===== src/rtl/bic_pkg.sv =====
package bic_pkg;
   localparam int ADDR_W      = 12;
   localparam int DATA_W      = 32;
   localparam int BANK_W      = 32;
   localparam int LVL_W       = 8;
   localparam int PRIO_LSB    = 2;
   localparam int PRIO_W      = 6;
   localparam int NUM_W       = 7;
   localparam int MAX_SRC     = 1 << NUM_W;
   localparam int BANK_STRIDE = 'h20;

   localparam logic [ADDR_W-1:0] A_REV      = 12'h000;
   localparam logic [ADDR_W-1:0] A_CFG      = 12'h010;
   localparam logic [ADDR_W-1:0] A_STAT     = 12'h014;
   localparam logic [ADDR_W-1:0] A_SIR      = 12'h040;
   localparam logic [ADDR_W-1:0] A_CTRL     = 12'h048;
   localparam logic [ADDR_W-1:0] A_PROT     = 12'h04C;
   localparam logic [ADDR_W-1:0] A_IDLE     = 12'h050;
   localparam logic [ADDR_W-1:0] A_THR      = 12'h068;
   localparam logic [ADDR_W-1:0] A_MASK0    = 12'h084;
   localparam logic [ADDR_W-1:0] A_UNMASK0  = 12'h088;
   localparam logic [ADDR_W-1:0] A_SETMASK0 = 12'h08C;
   localparam logic [ADDR_W-1:0] A_PEND0    = 12'h098;
   localparam logic [ADDR_W-1:0] A_LVL0     = 12'h100;
endpackage


===== src/rtl/bic_mask_bank.sv =====
module bic_mask_bank #(
   parameter int W = 32
) (
   input  logic         clk,
   input  logic         rst_n,
   input  logic         clr_all,
   input  logic         unmask_we,
   input  logic         mask_we,
   input  logic [W-1:0] wdata,
   input  logic [W-1:0] src,
   output logic [W-1:0] mask,
   output logic [W-1:0] pend
);
   // every source starts masked; only write-one strobes move bits
   always_ff @(posedge clk or negedge rst_n) begin
      if (!rst_n)          mask <= '1;
      else if (clr_all)    mask <= '1;
      else if (unmask_we)  mask <= mask & ~wdata;
      else if (mask_we)    mask <= mask | wdata;
   end

   assign pend = src & ~mask;
endmodule


===== src/rtl/bic_prio_sel.sv =====
module bic_prio_sel #(
   parameter int N  = 96,
   parameter int PW = 6,
   parameter int IW = 7
) (
   input  logic [N-1:0]         req,
   input  logic [N-1:0][PW-1:0] prio,
   output logic                 found,
   output logic [IW-1:0]        idx
);
   logic [PW-1:0] best;

   // strict less-than keeps the lowest index on equal priority
   always_comb begin
      found = 1'b0;
      idx   = '0;
      best  = '1;
      for (int i = 0; i < N; i++) begin
         if (req[i] && (!found || (prio[i] < best))) begin
            found = 1'b1;
            idx   = IW'(i);
            best  = prio[i];
         end
      end
   end
endmodule


===== src/rtl/bic_srst_seq.sv =====
module bic_srst_seq #(
   parameter int CYCLES = 4
) (
   input  logic clk,
   input  logic rst_n,
   input  logic start,
   output logic busy,
   output logic done
);
   localparam int CW = (CYCLES > 1) ? $clog2(CYCLES) : 1;

   logic busy_q, done_q;

   if (CYCLES < 1) begin : g_bad_cycles
      $error("bic_srst_seq: CYCLES must be at least 1");
   end

   if (CYCLES == 1) begin : g_one
      always_ff @(posedge clk or negedge rst_n) begin
         if (!rst_n) begin
            busy_q <= 1'b0;
            done_q <= 1'b1;
         end else if (busy_q) begin
            busy_q <= 1'b0;
            done_q <= 1'b1;
         end else if (start) begin
            busy_q <= 1'b1;
            done_q <= 1'b0;
         end
      end
   end else begin : g_cnt
      logic [CW-1:0] cnt;
      always_ff @(posedge clk or negedge rst_n) begin
         if (!rst_n) begin
            busy_q <= 1'b0;
            done_q <= 1'b1;
            cnt    <= '0;
         end else if (busy_q) begin
            if (cnt == CW'(CYCLES - 1)) begin
               busy_q <= 1'b0;
               done_q <= 1'b1;
               cnt    <= '0;
            end else begin
               cnt <= cnt + 1'b1;
            end
         end else if (start) begin
            busy_q <= 1'b1;
            done_q <= 1'b0;
            cnt    <= '0;
         end
      end
   end

   assign busy = busy_q;
   assign done = done_q;
endmodule


===== src/rtl/banked_irq_ctrl.sv =====
module banked_irq_ctrl
   import bic_pkg::*;
#(
   parameter int NUM_SRC     = 96,
   parameter int SRST_CYCLES = 4,
   parameter int REV_MAJOR   = 2,
   parameter int REV_MINOR   = 1
) (
   input  logic               clk,
   input  logic               rst_n,
   input  logic [NUM_SRC-1:0] src_i,
   input  logic               bus_wr,
   input  logic [ADDR_W-1:0]  bus_addr,
   input  logic [DATA_W-1:0]  bus_wdata,
   output logic [DATA_W-1:0]  bus_rdata,
   output logic               irq_o
);
   localparam int NUM_BANKS = NUM_SRC / BANK_W;

   if ((NUM_SRC % BANK_W) != 0 || NUM_SRC < BANK_W || NUM_SRC > MAX_SRC) begin : g_bad_src
      $error("banked_irq_ctrl: NUM_SRC must be a multiple of 32 between 32 and 128");
   end
   if (REV_MAJOR < 0 || REV_MAJOR > 15 || REV_MINOR < 0 || REV_MINOR > 15) begin : g_bad_rev
      $error("banked_irq_ctrl: revision fields are 4 bits each");
   end

   // soft reset sequencing
   logic srst_busy, srst_done, srst_start, wr_ok;
   assign wr_ok      = bus_wr && !srst_busy;
   assign srst_start = wr_ok && (bus_addr == A_CFG) && bus_wdata[1];

   bic_srst_seq #(.CYCLES(SRST_CYCLES)) u_srst (
      .clk   (clk),
      .rst_n (rst_n),
      .start (srst_start),
      .busy  (srst_busy),
      .done  (srst_done)
   );

   // plain storage registers
   logic              cfg_autoidle;
   logic [DATA_W-1:0] prot_q, idle_q, thr_q;

   always_ff @(posedge clk or negedge rst_n) begin
      if (!rst_n) begin
         cfg_autoidle <= 1'b0;
         prot_q       <= '0;
         idle_q       <= '0;
         thr_q        <= '0;
      end else if (srst_busy) begin
         cfg_autoidle <= 1'b0;
         prot_q       <= '0;
         idle_q       <= '0;
         thr_q        <= '0;
      end else if (bus_wr) begin
         if (bus_addr == A_CFG)  cfg_autoidle <= bus_wdata[0];
         if (bus_addr == A_PROT) prot_q       <= bus_wdata;
         if (bus_addr == A_IDLE) idle_q       <= bus_wdata;
         if (bus_addr == A_THR)  thr_q        <= bus_wdata;
      end
   end

   // per-source level registers
   logic [NUM_SRC-1:0][LVL_W-1:0]  lvl_q;
   logic [NUM_SRC-1:0][PRIO_W-1:0] prio_vec;
   logic [ADDR_W-1:0]              lvl_off;
   logic [NUM_W-1:0]               lvl_sel;
   logic                           lvl_hit;

   assign lvl_off = bus_addr - A_LVL0;
   assign lvl_sel = lvl_off[NUM_W+1:2];
   assign lvl_hit = (bus_addr >= A_LVL0) && (lvl_off[1:0] == 2'b00) &&
                    (lvl_off[ADDR_W-1:2] < (ADDR_W-2)'(NUM_SRC));

   always_ff @(posedge clk or negedge rst_n) begin
      if (!rst_n)                lvl_q <= '0;
      else if (srst_busy)        lvl_q <= '0;
      else if (wr_ok && lvl_hit) lvl_q[lvl_sel] <= bus_wdata[LVL_W-1:0];
   end

   for (genvar s = 0; s < NUM_SRC; s++) begin : g_prio
      assign prio_vec[s] = lvl_q[s][PRIO_LSB +: PRIO_W];
   end

   // mask banks
   logic [NUM_SRC-1:0] mask_all, pend_all;

   for (genvar b = 0; b < NUM_BANKS; b++) begin : g_bank
      logic unmask_hit, mask_hit;
      assign unmask_hit = wr_ok && (bus_addr == A_UNMASK0 + ADDR_W'(b * BANK_STRIDE));
      assign mask_hit   = wr_ok && (bus_addr == A_SETMASK0 + ADDR_W'(b * BANK_STRIDE));

      bic_mask_bank #(.W(BANK_W)) u_bank (
         .clk       (clk),
         .rst_n     (rst_n),
         .clr_all   (srst_busy),
         .unmask_we (unmask_hit),
         .mask_we   (mask_hit),
         .wdata     (bus_wdata),
         .src       (src_i[b*BANK_W +: BANK_W]),
         .mask      (mask_all[b*BANK_W +: BANK_W]),
         .pend      (pend_all[b*BANK_W +: BANK_W])
      );
   end

   // winner selection and latch
   logic             win_found;
   logic [NUM_W-1:0] win_idx;

   bic_prio_sel #(.N(NUM_SRC), .PW(PRIO_W), .IW(NUM_W)) u_sel (
      .req   (pend_all),
      .prio  (prio_vec),
      .found (win_found),
      .idx   (win_idx)
   );

   logic             ack;
   logic             act_valid;
   logic [NUM_W-1:0] act_idx;

   assign ack = wr_ok && (bus_addr == A_CTRL) && bus_wdata[0];

   always_ff @(posedge clk or negedge rst_n) begin
      if (!rst_n) begin
         act_valid <= 1'b0;
         act_idx   <= '0;
      end else if (srst_busy) begin
         act_valid <= 1'b0;
         act_idx   <= '0;
      end else if (act_valid) begin
         if (ack || !pend_all[act_idx]) act_valid <= 1'b0;
      end else if (win_found) begin
         act_valid <= 1'b1;
         act_idx   <= win_idx;
      end
   end

   assign irq_o = act_valid;

   // read mux
   always_comb begin
      bus_rdata = '0;
      case (bus_addr)
         A_REV:   bus_rdata = {24'b0, 4'(REV_MAJOR), 4'(REV_MINOR)};
         A_CFG:   bus_rdata = {31'b0, cfg_autoidle};
         A_STAT:  bus_rdata = {31'b0, srst_done};
         A_SIR:   bus_rdata = {25'b0, act_valid ? act_idx : {NUM_W{1'b0}}};
         A_PROT:  bus_rdata = prot_q;
         A_IDLE:  bus_rdata = idle_q;
         A_THR:   bus_rdata = thr_q;
         default: bus_rdata = '0;
      endcase
      for (int b = 0; b < NUM_BANKS; b++) begin
         if (bus_addr == A_MASK0 + ADDR_W'(b * BANK_STRIDE)) bus_rdata = mask_all[b*BANK_W +: BANK_W];
         if (bus_addr == A_PEND0 + ADDR_W'(b * BANK_STRIDE)) bus_rdata = pend_all[b*BANK_W +: BANK_W];
      end
      if (lvl_hit) bus_rdata = {24'b0, lvl_q[lvl_sel]};
   end
endmodule


===== config.mk =====
export PLATFORM = sky130hd
export DESIGN_NAME = banked_irq_ctrl
export DESIGN_NICKNAME = d
export VERILOG_FILES = /design/src/rtl/bic_pkg.sv /design/src/rtl/bic_mask_bank.sv /design/src/rtl/bic_prio_sel.sv /design/src/rtl/bic_srst_seq.sv /design/src/rtl/banked_irq_ctrl.sv
export SDC_FILE = /design/constraint.sdc
export NUM_CORES = 2
export LEC_CHECK = 0
export ABC_AREA = 1
export BUFFER_PORTS_ARGS = -buffer_cell sky130_fd_sc_hd__buf_2
export CORE_MARGIN = 2
export CORE_UTILIZATION = 39
export CTS_BUF_LIST = sky130_fd_sc_hd__clkbuf_4 sky130_fd_sc_hd__clkbuf_8
export DETAILED_ROUTE_END_ITERATION = 8
export PLACE_DENSITY = 0.63
export SLEW_MARGIN = 20
export SYNTH_ARGS = -nofsm -noshare
export SYNTH_HDL_FRONTEND = slang
export SYNTH_SLANG_ARGS = --single-unit

===== constraint.sdc =====
create_clock -name clk -period 128.2 [get_ports clk]
set_clock_uncertainty 0.15 [all_clocks]
set_input_delay 12.82 -clock clk [delete_from_list [all_inputs] [get_ports clk]]
set_output_delay 12.82 -clock clk [all_outputs]
set_load 0.01 [all_outputs]

==> summary.md <==
| Metric | Value |
|---|---|
| Crit path time final | approximately 120000 ps |
| Global-route wire length before repair | roughly 440 mm |
| Worst hold start | thr_q[23] |
| DP HPWL | ~220 mm |
| Total wire length | 297.6 mm |
| Peak supply drop | roughly 0.000011 V |
| YS warnings | 0 |
| Leakage | 38.69 nW |
| WHS Endpoint | thr_q[23] |
| Buffers on Ports | around 180 |
| Root buffer cell | clkbuf_8 |
| Post-synth ARST share | between 90% and 100% |
| Vias per cell | about 5.9 |
| Most frequent cells in the layout | nand2_1 (2138), inv_1 (1468), o22ai_1 (1003) |
| # hold bufs at CTS | 0 |
| Fin. Hold Viols | 0 |
| Power Total | ~1.2 mW |
| R2r worst-path depth | about 830 |
| Critical Path AT | ~120000 ps |
| Ratio of cells with drive above 1 in the final layout | around an eighth |
| CP Launch Type | primary input |
| Area contributors post-synth | dfrtp_1 (32%), nand2_1 (12%), o22ai_1 (9.1%), inv_1 (8.0%), nand3_1 (6.6%) |
| Tcrit/Tclk final | between 90% and 100% |
| Post-synthesis register bit count | about 1000 |
| Core Area | between 150000 and 200000 µm² |
| Placed Cells incl. Taps | around 12k |
| Synth Instances | about 9.8k |
| Power per cell area | around 15 nW/µm² |
| Max Clk Rate | roughly 8.5 MHz |
| Yosys top cell by area | dfrtp_1 |
| Status | finished, final reports clean |
| Most common cell after layout, fill and taps aside | nand2_1 |
| Crit path buf inv count | 20 |
| Clock tree from TritonCTS | built |
| Syn avg cell area | 7.043 µm² |
| Pin count of the biggest net entering global routing | between 150 and 200 |
| Nets | a little over 10k |
| GRT Util Overall | about a third |
| Final count of pins violating max slew | 0 |
| Total of fill cells in the finished design | around 18k |
| Number of global-route vias before repair | around 70k |
| Post-synthesis cell area | 69070 µm² |
| Initial Utilization | around 39% |
| Clk_lat worst skew | 1000 ps |
| Die X-Extent | about 420 µm |
| I/O pin count | 176 |
| CP delay by family, top | simple AND/OR/NAND/NOR gates |
| Routed len/inst | ~24 µm |
| Register area share after synthesis | 35.42% |
| Worst slew pin tran | 1216 ps |
| Reg2reg start | g_bank[0].u_bank.mask[0] |
| DR pass1 iterations | 7 |
| Reg clk slew, reported paths | ~70 ps |
| Max-cap violations | 0 |
| Syn Nets | 10.24k |
| Slowest CP cell | o21ai_0 |
| Rows | between 150 and 200 |
| Min-delay worst type | register to register |
| Vias | approximately 73k |
| Iteration-0 DRC count of the detailed router | between 8k and 9k |
| Clock sinks | roughly 970 |
| Post-route ant nets | 0 |
| Reg2reg end | act_idx[1] |
| Die ar. | around 180000 µm² |
| GPL Wtd Cong | 1.005 |
| Slowest stage delay, CP | 340 ps |
| Initial antenna violation count | 35 |
| DRC viols | 0 |
| Crit path max fanout | 15 |
| Grt ovf | 0 |
| Final setup violating endpoints | 0 |
| Most frequent cell on the critical path | nand2_1 |
| Count of cell types in the netlist | 49 |
| R2R setup slack | roughly 22000 ps |
| Critical Path Sink Type | register |
| Hold path depth | 2 |
| Dominant synthesized flop cell | dfrtp_1 |
| TritonCTS Buffers | about 170 |
| Die Y | roughly 420 µm |
| Area growth syn-to-layout | 11.58% |
| Count of flip-flops with a built-in enable after synthesis | 0 |
| Clock tree buffer depth | 3 |
| Non-filler instance count after layout | 12.43k |
| Crit Path Class | primary input to register |
| Post-synth top area share | 31.74% |
| Worst path required time | 128960 ps |
| H-tree Lvls | 4 |
| Slew Limit Headroom | a little under a fifth |
synth_stat cells (2+ instances only):
| cell | count |
|---|---|
| clkbuf_1 | 310 |
| clkbuf_8 | 2 |
| and2_1 | 10 |
| dfstp_2 | 97 |
| a41oi_1 | 13 |
| inv_2 | 5 |
| o21ai_0 | 786 |
| o22ai_1 | 1003 |
| dfrtp_1 | 876 |
| a221oi_1 | 33 |
| o41ai_1 | 5 |
| o311ai_0 | 8 |
| nand4_1 | 46 |
| ha_1 | 293 |
| nand3_1 | 905 |
| a22o_1 | 20 |
| nand2_1 | 2179 |
| nand2_4 | 69 |
| nand2_2 | 260 |
| o2111ai_1 | 19 |
| a31oi_1 | 12 |
| o221ai_1 | 58 |
| a211oi_1 | 15 |
| nor4_1 | 5 |
| buf_6 | 86 |
| nor2_1 | 678 |
| nor2_2 | 2 |
| o21ai_2 | 4 |
| o211ai_1 | 134 |
| buf_4 | 7 |
| inv_1 | 1470 |
| nor3_1 | 12 |
| clkinv_1 | 5 |
| buf_1 | 37 |
| a32o_1 | 4 |
| o31ai_1 | 4 |
| a21oi_1 | 187 |
| a22oi_1 | 43 |
| o21ai_1 | 3 |
| o21bai_1 | 93 |
final cells by class:
class	instances	area (µm²)	share of cell area, %
clock inverter	44	504.2	0.6542
sequential	973	24470	31.75
multi-input combinational	6912	37580	48.76
antenna	23	57.56	0.07468
inverter	1480	5575	7.234
tap	2340	2928	3.799
timing repair buffer	394	2608	3.383
clock buffer	264	3346	4.341
worst max-delay path by stage:
stage / cells past startpoint / to / from
finish: 894 / act_idx[1] / src_i[0]
global placement: 1166 / act_idx[1] / src_i[0]
global route: 884 / act_idx[1] / src_i[0]
floorplan: 1174 / act_idx[5] / src_i[0]
detailed placement: 932 / act_idx[2] / src_i[0]
CTS: 908 / act_idx[1] / src_i[0]
worst min-delay path, stage by stage, from the launching register on:
cell	delay, ps
dfrtp_1	340
nand2_1	50
o21ai_0	60
logic make-up after synthesis:
kind of cell / count (synthesis) / share of synthesized area [%]
AO/OA/AOI/OAI: 2450 / 21.57
flip-flops: 973 / 35.42
adder cells (fa/ha/maj): 293 / 5.307
AND/OR/NAND/NOR: 4167 / 26.23
XOR/XNOR: 1 / 0.01268
buffers and inverters: 1923 / 11.45
registers in the layout, indices dropped and copies added, names as in the netlist:
name	flops
lvl_q	768
g_bank.u_bank.mask	96
idle_q	32
prot_q	32
thr_q	32
act_idx	7
u_srst.g_cnt.cnt	2
cfg_autoidle	1
irq_o	1
u_srst.busy	1
u_srst.done	1
where the power goes:
| part | internal (mW) | switching [mW] | leakage (nW) |
|---|---|---|---|
| registers | 0.314 | 0.00553 | 13.2 |
| clock network | 0.181 | 0.149 | 2.05 |
| logic | 0.167 | 0.334 | 23.4 |
routing by layer:
layer  vias up  GRT usage [%]  wire length (µm)
met5         -              0               115
li1      33520              -                 -
met3       801          8.357             32240
met4        18          18.26             18450
met2      3838          47.25            125600
met1     35070          42.66            121300
repair_timing:
item | CTS | global route
pin swaps | 0 | 8
gates resized for setup | 59 | 337
endpoints found under the setup margin | 7 | 7
buffers inserted | 0 | 24
hold endpoints to repair | 0 | 0
cloned | 0 | 1
stage by stage:
stage / area (µm²) / utilization, % / hold WS (ps) / TNS (ps) / setup WS [ps]
6_report: 77070 / 43.76 / 332.7 / 0 / 11000
4_1_cts: 76170 / 43.25 / 338.7 / 0 / 44.42
3_3_place_gp: 72260 / 41.03 / 315.1 / -20830 / -2985
3_5_place_dp: 72320 / 41.06 / 323.2 / -33070 / -4752
2_1_floorplan: 69080 / - / 303.0 / 0 / 10220
5_1_grt: 77040 / 43.75 / 351.9 / -1517 / -239.8
Power figures use the tool's default switching activity.
